--- src/rtl/acc_alu_pkg.sv ---
`timescale 1ns/1ps
package acc_alu_pkg;
  localparam int DW = 8;
  localparam int NW = DW / 2;
  localparam int FW = 5;

  typedef struct packed {
    logic s;
    logic z;
    logic ac;
    logic p;
    logic cy;
  } flags_t;

  typedef enum logic [2:0] {
    K_NONE, K_GROUP, K_ROT, K_DAA, K_CMA, K_STC, K_CMC
  } kind_t;

  typedef struct packed {
    kind_t      kind;
    logic [2:0] sel;
  } dec_t;

  localparam logic [2:0] OP_ADD = 3'b000;
  localparam logic [2:0] OP_ADC = 3'b001;
  localparam logic [2:0] OP_SUB = 3'b010;
  localparam logic [2:0] OP_SBB = 3'b011;
  localparam logic [2:0] OP_AND = 3'b100;
  localparam logic [2:0] OP_XOR = 3'b101;
  localparam logic [2:0] OP_OR  = 3'b110;
  localparam logic [2:0] OP_CMP = 3'b111;

  function automatic logic [DW:0] wide_add(input logic [DW-1:0] a, input logic [DW-1:0] b,
                                           input logic ci);
    return {1'b0, a} + {1'b0, b} + {{DW{1'b0}}, ci};
  endfunction

  function automatic logic nib_carry(input logic [DW-1:0] a, input logic [DW-1:0] b,
                                     input logic ci);
    logic [NW:0] n;
    n = {1'b0, a[NW-1:0]} + {1'b0, b[NW-1:0]} + {{NW{1'b0}}, ci};
    return n[NW];
  endfunction

  function automatic flags_t result_flags(input logic [DW-1:0] r, input logic ac,
                                          input logic cy);
    flags_t f;
    f.s  = r[DW-1];
    f.z  = (r == '0);
    f.ac = ac;
    f.p  = ~^r;
    f.cy = cy;
    return f;
  endfunction

  // returns {carry, aux carry, result}
  function automatic logic [DW+1:0] dec_adjust(input logic [DW-1:0] a, input logic ac_in,
                                               input logic cy_in);
    logic          lo;
    logic          hi;
    logic [NW:0]   nib;
    logic [DW:0]   t;
    logic [DW-1:0] r;
    lo  = (a[NW-1:0] > NW'(9)) || ac_in;
    nib = {1'b0, a[NW-1:0]} + (lo ? (NW+1)'(6) : '0);
    t   = {1'b0, a} + (lo ? (DW+1)'(6) : '0);
    hi  = cy_in || t[DW] || (t[DW-1:NW] > NW'(9));
    r   = t[DW-1:0] + (hi ? DW'(8'h60) : '0);
    return {hi, nib[NW], r};
  endfunction
endpackage

--- src/rtl/acc_alu_decode.sv ---
`timescale 1ns/1ps
module acc_alu_decode
  import acc_alu_pkg::*;
(
  input  logic [DW-1:0] opcode,
  output dec_t          dec
);
  always_comb begin
    dec.kind = K_NONE;
    dec.sel  = opcode[5:3];
    if (opcode[7:6] == 2'b10) begin
      dec.kind = K_GROUP;
    end else if (opcode[7:6] == 2'b11 && opcode[2:0] == 3'b110) begin
      dec.kind = K_GROUP;
    end else if (opcode[7:6] == 2'b00 && opcode[2:0] == 3'b111) begin
      case (opcode[5:3])
        3'b100:  dec.kind = K_DAA;
        3'b101:  dec.kind = K_CMA;
        3'b110:  dec.kind = K_STC;
        3'b111:  dec.kind = K_CMC;
        default: dec.kind = K_ROT;
      endcase
    end
  end
endmodule

--- src/rtl/acc_alu_group.sv ---
`timescale 1ns/1ps
module acc_alu_group
  import acc_alu_pkg::*;
(
  input  logic [2:0]    sel,
  input  logic [DW-1:0] a,
  input  logic [DW-1:0] b,
  input  logic          cin,
  output logic [DW-1:0] res,
  output logic          cy,
  output logic          ac
);
  logic          is_sub;
  logic          is_logic;
  logic          ci;
  logic [DW-1:0] bx;
  logic [DW:0]   sum;

  always_comb begin
    is_sub   = (sel == OP_SUB) || (sel == OP_SBB) || (sel == OP_CMP);
    is_logic = sel[2] && (sel != OP_CMP);
    bx       = is_sub ? ~b : b;
    case (sel)
      OP_ADC:         ci = cin;
      OP_SUB, OP_CMP: ci = 1'b1;
      OP_SBB:         ci = ~cin;
      default:        ci = 1'b0;
    endcase
    sum = wide_add(a, bx, ci);
    case (sel)
      OP_AND:  res = a & b;
      OP_XOR:  res = a ^ b;
      OP_OR:   res = a | b;
      default: res = sum[DW-1:0];
    endcase
    cy = is_logic ? 1'b0 : (is_sub ? ~sum[DW] : sum[DW]);
    ac = is_logic ? 1'b0 : nib_carry(a, bx, ci);
  end
endmodule

--- src/rtl/acc_alu_misc.sv ---
`timescale 1ns/1ps
module acc_alu_misc
  import acc_alu_pkg::*;
(
  input  kind_t         kind,
  input  logic [1:0]    rsel,
  input  logic [DW-1:0] a,
  input  flags_t        fin,
  output logic [DW-1:0] res,
  output flags_t        fout
);
  logic [DW+1:0] adj;

  always_comb begin
    res  = a;
    fout = fin;
    adj  = dec_adjust(a, fin.ac, fin.cy);
    case (kind)
      K_ROT: begin
        case (rsel)
          2'd0: begin res = {a[DW-2:0], a[DW-1]}; fout.cy = a[DW-1]; end
          2'd1: begin res = {a[0], a[DW-1:1]};    fout.cy = a[0];    end
          2'd2: begin res = {a[DW-2:0], fin.cy};  fout.cy = a[DW-1]; end
          default: begin res = {fin.cy, a[DW-1:1]}; fout.cy = a[0]; end
        endcase
      end
      K_DAA: begin
        res  = adj[DW-1:0];
        fout = result_flags(adj[DW-1:0], adj[DW], adj[DW+1]);
      end
      K_CMA: res = ~a;
      K_STC: fout.cy = 1'b1;
      K_CMC: fout.cy = ~fin.cy;
      default: ;
    endcase
  end
endmodule

--- src/rtl/acc_alu.sv ---
`timescale 1ns/1ps
module acc_alu
  import acc_alu_pkg::*;
(
  input  logic          clk,
  input  logic          rst_n,
  input  logic          valid,
  input  logic [DW-1:0] opcode,
  input  logic [DW-1:0] acc_in,
  input  logic [DW-1:0] operand,
  input  logic [FW-1:0] flags_in,
  output logic [DW-1:0] acc_out,
  output logic [FW-1:0] flags_out
);
  dec_t          dec;
  flags_t        fin;
  logic [DW-1:0] g_res;
  logic          g_cy;
  logic          g_ac;
  logic [DW-1:0] m_res;
  flags_t        m_flg;
  logic [DW-1:0] nxt_acc;
  flags_t        nxt_flg;
  logic [DW-1:0] acc_q;
  flags_t        flg_q;
  logic          upd;

  assign fin = flags_t'(flags_in);

  acc_alu_decode u_dec (.opcode(opcode), .dec(dec));

  acc_alu_group u_grp (
    .sel(dec.sel), .a(acc_in), .b(operand), .cin(fin.cy),
    .res(g_res), .cy(g_cy), .ac(g_ac)
  );

  acc_alu_misc u_misc (
    .kind(dec.kind), .rsel(dec.sel[1:0]), .a(acc_in), .fin(fin),
    .res(m_res), .fout(m_flg)
  );

  always_comb begin
    case (dec.kind)
      K_GROUP: begin
        nxt_acc = (dec.sel == OP_CMP) ? acc_in : g_res;
        nxt_flg = result_flags(g_res, g_ac, g_cy);
      end
      K_NONE: begin
        nxt_acc = acc_q;
        nxt_flg = flg_q;
      end
      default: begin
        nxt_acc = m_res;
        nxt_flg = m_flg;
      end
    endcase
  end

  assign upd = valid && (dec.kind != K_NONE);

  always_ff @(posedge clk or negedge rst_n) begin
    if (!rst_n) begin
      acc_q <= '0;
      flg_q <= '0;
    end else if (upd) begin
      acc_q <= nxt_acc;
      flg_q <= nxt_flg;
    end
  end

  assign acc_out   = acc_q;
  assign flags_out = flg_q;

  // named events for the checks below
  logic logic_ev, cmp_ev, rot_ev, cma_ev, carry_only_ev, hold_ev, result_ev;
  assign logic_ev      = valid && dec.kind == K_GROUP && dec.sel[2] && dec.sel != OP_CMP;
  assign cmp_ev        = valid && dec.kind == K_GROUP && dec.sel == OP_CMP;
  assign rot_ev        = valid && dec.kind == K_ROT;
  assign cma_ev        = valid && dec.kind == K_CMA;
  assign carry_only_ev = valid && (dec.kind == K_STC || dec.kind == K_CMC);
  assign hold_ev       = !upd;
  assign result_ev     = valid && ((dec.kind == K_GROUP && dec.sel != OP_CMP) || dec.kind == K_DAA);


  logic_clears_carry_chk: assert property (@(posedge clk) disable iff (!rst_n)
    logic_ev |=> (flags_out[0] == 1'b0 && flags_out[2] == 1'b0));


  cmp_keeps_acc_chk: assert property (@(posedge clk) disable iff (!rst_n)
    cmp_ev |=> acc_out == $past(acc_in));


  rot_only_carry_chk: assert property (@(posedge clk) disable iff (!rst_n)
    rot_ev |=> flags_out[4:1] == $past(flags_in[4:1]));


  cma_flags_chk: assert property (@(posedge clk) disable iff (!rst_n)
    cma_ev |=> (flags_out == $past(flags_in) && acc_out == ~$past(acc_in)));


  carry_op_chk: assert property (@(posedge clk) disable iff (!rst_n)
    carry_only_ev |=> (acc_out == $past(acc_in) && flags_out[4:1] == $past(flags_in[4:1])));


  hold_outputs_chk: assert property (@(posedge clk) disable iff (!rst_n)
    hold_ev |=> ($stable(acc_out) && $stable(flags_out)));


  szp_flags_chk: assert property (@(posedge clk) disable iff (!rst_n)
    result_ev |=> (flags_out[3] == (acc_out == '0) && flags_out[1] == ~^acc_out
                   && flags_out[4] == acc_out[DW-1]));
endmodule

--- config.mk ---
export PLATFORM = sky130hd
export DESIGN_NAME = acc_alu
export DESIGN_NICKNAME = d
export VERILOG_FILES = /design/src/rtl/acc_alu_pkg.sv /design/src/rtl/acc_alu_decode.sv /design/src/rtl/acc_alu_group.sv /design/src/rtl/acc_alu_misc.sv /design/src/rtl/acc_alu.sv
export SDC_FILE = /design/constraint.sdc
export NUM_CORES = 1
export LEC_CHECK = 0
export BUFFER_PORTS_ARGS = -buffer_cell sky130_fd_sc_hd__buf_2
export CAP_MARGIN = 30
export CORE_ASPECT_RATIO = 0.6
export CORE_MARGIN = 4
export CORE_UTILIZATION = 48
export DETAILED_ROUTE_END_ITERATION = 7
export PLACE_DENSITY = 0.68
export SLEW_MARGIN = 5
export SYNTH_ARGS = -nofsm -noshare
export SYNTH_HDL_FRONTEND = slang
export SYNTH_HIERARCHICAL = 1
export SYNTH_SLANG_ARGS = --single-unit
--- constraint.sdc ---
create_clock -name clk -period 1.2 [get_ports clk]
set_clock_uncertainty 0.2 [all_clocks]
set_input_delay 0.18 -clock clk [delete_from_list [all_inputs] [get_ports clk]]
set_output_delay 0.18 -clock clk [all_outputs]
set_load 0.03 [all_outputs]
**Yosys cells after proc, flatten, opt, wreduce, memory -nomap -nowiden**

Cells that the tools add are included.
Widths: inputs -> output; s select.

- $add $sub $neg: 7
- Shift-type cells: 0
- Reductions and logical operators: 20
- Multiply operators: 0
- $lt $le $gt $ge: 2
- Bitwise operators: 8
- Multiplexer cells: 21
- Div/mod/pow operators: 0
- Equality and inequality tests: 20

Operator list:

| operator | number |
|---|---|
| $pmux 8 s3 | 3 |
| $eq 3x3->1 const B | 9 |
| $logic_not 8->1 | 2 |
| $mux 8 | 2 |
| $not 8->8 | 2 |
| $pmux 8 s2 | 1 |
| $reduce_xnor 8->1 | 2 |
| $mux 3 | 5 |
| $eq 3x2->1 const B | 4 |
| $pmux 3 s4 | 1 |
| $pmux 5 s2 | 1 |
| $add 8x8->9 | 1 |
| $add 8x9->9 | 1 |
| $add 9x1->9 | 1 |
| $add 8x8->8 | 1 |
| $and 8x8->8 | 1 |
| $gt 4x4->1 const B | 2 |
| $or 8x8->8 | 1 |
| $xor 8x8->8 | 1 |
| $mux 7 | 1 |
| $eq 2x2->1 const B | 3 |
| $eq 3x1->1 const B | 2 |
| $add 4x4->5 | 1 |
| $add 4x5->5 | 1 |
| 15 further kinds | 29 |

- RAM bits: 0
- Bits in latches: 0
- Input port bits: 32
- Memories kept: 0
- Logic and storage cells: 84
- Bits in read-only memories: 0
- Register bits after elaboration: 13

**Depth between registers and ports, before layout**

- Depth after elaboration: 11
- Mapped depth: 19
- Gate-level depth less buffers: 18

**Cells and area by module**

Netlist, hierarchy kept.

Modules (own cells, without submodules):

| module | cells each | area an instance (µm²) | times used |
|---|---|---|---|
| acc_alu_group | 135 | 1044.8 | 1 |
| acc_alu_misc | 130 | 942.2 | 1 |
| acc_alu | 78 | 760.7 | 1 |
| acc_alu_decode | 12 | 93.8 | 1 |

**Worst setup path before layout**

No wires, ideal clock.

- Path kind: input port to flip-flop
- From: input port acc_in[3]
- To: register flg_q (netlist bit flags_out[1])
- Arrival time: 3559 ps
- Required time: 874 ps
- Buffers on the path: 1
- Slack: -2685 ps
- Stages: 19
- Library setup time: 126 ps
- Cell sequence: buf_6 o21ai_0 nand2b_1 ha_1 inv_1 fa_1 nand3b_4 mux2_4 a22o_1 nand2b_1 ha_1 inv_1 fa_1 xnor2_1 xnor2_1 xnor2_1 o21ai_1 and3_1 a221o_1

RTL lines:

| what | RTL line | source |
|---|---|---|
| from (decl) | acc_alu.sv:9 | `input logic [DW-1:0] acc_in,` |
| to (signal assigned) | acc_alu.sv:67 | `flg_q <= nxt_flg;` |
| to (decl) | acc_alu.sv:25 | `flags_t flg_q;` |

==> metrics.txt <==
status finished, violations left; failing checks negative setup slack; Worst-Margin Slew 0.5022 ns; Max-cap violations 0; CTS tree yes; CP endpoint kind flop; worst hold start valid; grt total ovfl 0; Mapped Area 2841 um2; starting density of the core 50.30%; CTS Buf Count 3; worst reg2reg path endpoint flags_out[1]; Total Routing Usage GR between 20 and 30%; RR Startpoint flags_out[1]; global-route wire length before repair 16,420 um; share of layout cells above drive strength 1 47.27%; Yosys warnings 6; Worst Hold Path EP flags_out[3]; Rel. slew slack 66.52%; total core area ~5600 um2; IO Pins 45; DP Area 3824 um2; RePlAce Congestion 1.013; Cell variety after synth 67; synthesized instance count 355; FFs w/ async S/R, synth between 90% and 100%; syn_area_per_cell 8.004 um2; Synth top area share 14.53%; Vias about 3.5k; CP Class input pin to flop; Die X-Extent 107.3 um; IO Port Bufs 44; Pwr per Cell Area about 950 nW/um2; final hold violations 0; CP max FO 2; initial antenna violation count 1; hold-critical path depth 2; Final min period 3.459 ns; Clock Latency Late Sink around 0.25 ns; Die Height 67.60 um; clk sinks 13; Final setup viols 14; pin count of the biggest net entering global routing 24; Die ar. 7255 um2; Worst Hold Class input pin to flop; post-synthesis sequential area ratio 11.45%; DR WL/cell approximately 19 um; ant diodes 0; Fmax achieved between 0.2 and 0.3 GHz; TNS Setup -19.72 ns; Post-synth top flop dfrtp_1; R2R Setup Slk -0.01 ns; post-route ant nets 0; row cnt 21; drt initial violations a little under 500; 1st-pass router iterations 6; Final Cell Area 4486 um2; CTS Buffer Depth 2; RSZ-0062 raised after global routing yes; Clk pin slew, worst setup/hold paths 0.07 ns; Req. time, crit path 1.14 ns; leak pwr 2.182 nW; Post-Route WL 10,950 um; vias in the first global route 3,382; worst vdd rail ir drop about 800 uV; vias per cell 6.061; Post-DP HPWL 7824 um; CTS H-Tree Depth 1; Final Net Count 565; startpoint type of the worst setup path input pin; crit path DAT 3.40 ns; final worst-path setup slack -2.259 ns; depth of the worst register-to-register path 2; Post-synth EDFFs 0; max-slew violation count 0; register bit total from synthesis 13; syn nets roughly 420; post-synth top area cell ha_1; # DRC 0; root buf cell clkbuf_8; period utilization 288.2%; Area Overhead vs Synth 57.86%; synth top area cells ha_1 15%, dfrtp_1 11%, mux2i_1 8.1%
-- final cells by class --
| type | instances | area, um2 |
|---|---|---|
| repair buffers | 156 | 1286 |
| flip-flops and latches | 13 | 325.3 |
| inverters | 39 | 148.9 |
| well taps | 80 | 100.1 |
| multi-input cells | 283 | 2580 |
| fillers | 360 | 1164 |
| clock buffers | 4 | 45.04 |
-- worst max-delay path by stage --
| stage | startpoint | end | slack [ns] | depth (start not counted) |
|---|---|---|---|---|
| 3_5_place_dp | acc_in[2] | flags_out[1] | -2.65 | 19 |
| 2_1_floorplan | acc_in[3] | flags_out[1] | -2.57 | 19 |
| 3_3_place_gp | acc_in[2] | flags_out[1] | -2.56 | 19 |
| 5_1_grt | acc_in[1] | flags_out[1] | -2.35 | 19 |
| 4_1_cts | acc_in[1] | flags_out[1] | -2.27 | 19 |
| 6_report | acc_in[1] | flags_out[1] | -2.26 | 19 |
-- worst max-delay path, cell delays in order --
cell and delay (ns):
buf_8 0.08, o21ai_4 0.06, nand2b_4 0.08, ha_4 0.14, inv_2 0.04, fa_2 0.35, nand3b_4 0.18, mux2_4 0.31
a22o_1 0.25, nand2b_4 0.15, ha_4 0.27, inv_1 0.04, ha_1 0.31, xnor2_2 0.21, xnor2_2 0.14, xnor2_1 0.14
o21ai_1 0.07, and3_1 0.13, a221o_1 0.27
-- stage by stage --
stage	worst slack, ns	hold slack, ns	std cells	utilization (%)	power [mW]
final	-2.259	0.06083	575	79.40	4.243
after global routing	-2.346	0.06158	575	79.40	4.478
after CTS	-2.274	0.04594	564	73.91	3.772
after detailed placement	-2.650	-0.1024	551	67.69	3.134
after global placement	-2.557	-0.1108	551	67.69	3.055
after floorplan	-2.567	-0.3156	355	-	2.195
-- cells in the mapped netlist, types with 4 or more instances --
| library cell | instances |
|---|---|
| inv_1 | 38 |
| ha_1 | 33 |
| a21oi_1 | 25 |
| mux2i_1 | 23 |
| nor2_1 | 23 |
| nand2_1 | 19 |
| o21ai_0 | 18 |
| o22ai_1 | 17 |
| xnor2_1 | 17 |
| dfrtp_1 | 13 |
| xor2_1 | 9 |
| buf_2 | 6 |
| nand3_1 | 6 |
| a22oi_1 | 5 |
| buf_6 | 5 |
| nand2b_1 | 5 |
| o21ai_1 | 5 |
| buf_4 | 4 |
| clkbuf_8 | 4 |
| fa_1 | 4 |
| or3_1 | 4 |
-- flip-flops by register name (all words and copies together) (netlist names) --
register   cells
acc_out        8
flags_out      5
-- report_power, final --
part | internal [mW] | total [mW] | leakage [nW] | switching [mW]
registers | 0.562 | 0.662 | 0.146 | 0.101
clock network | 0.236 | 0.425 | 0.0228 | 0.189
logic | 1.58 | 3.16 | 2.01 | 1.58
total | 2.37 | 4.24 | 2.18 | 1.87
-- layer usage --
layer | track usage [%] | share of wire, % | up-vias
met1 | 37.04 | 41 | 1654
met2 | 49.14 | 46 | 218
li1 | - | - | 1564
met5 | 0 | 0.12 | -
met4 | 6.299 | 2.2 | 2
met3 | 7.450 | 11 | 47
-- layout by cell type (no fill, tap or decap), types with 14 or more instances in the layout --
cell type / n
nand2_1: 17
inv_1: 34
buf_4: 99
o22ai_1: 14
nor2_1: 20
a21oi_1: 17
buf_6: 22
ha_1: 30
buf_2: 25
mux2i_1: 21
-- cells by family after synthesis --
logic type | count (synthesis) | share of synthesized area (%)
buffers and inverters | 59 | 11.32
AO/OA/AOI/OAI | 110 | 26.55
adder cells (fa/ha/maj) | 37 | 17.35
flip-flops | 13 | 11.45
AND/OR/NAND/NOR | 82 | 15.10
multiplexers | 28 | 10.22
XOR/XNOR | 26 | 8.014
-- repair_timing --
item | CTS | global route
hold buffers | 1 | 0
cloned | 0 | 0
pin swaps | 23 | 21
buffers inserted | 8 | 12
resized for setup | 49 | 66
endpoints found under the setup margin | 14 | 26
hold endpoints to repair | 13 | 0
Note: power is estimated with default switching activity, not from simulation.
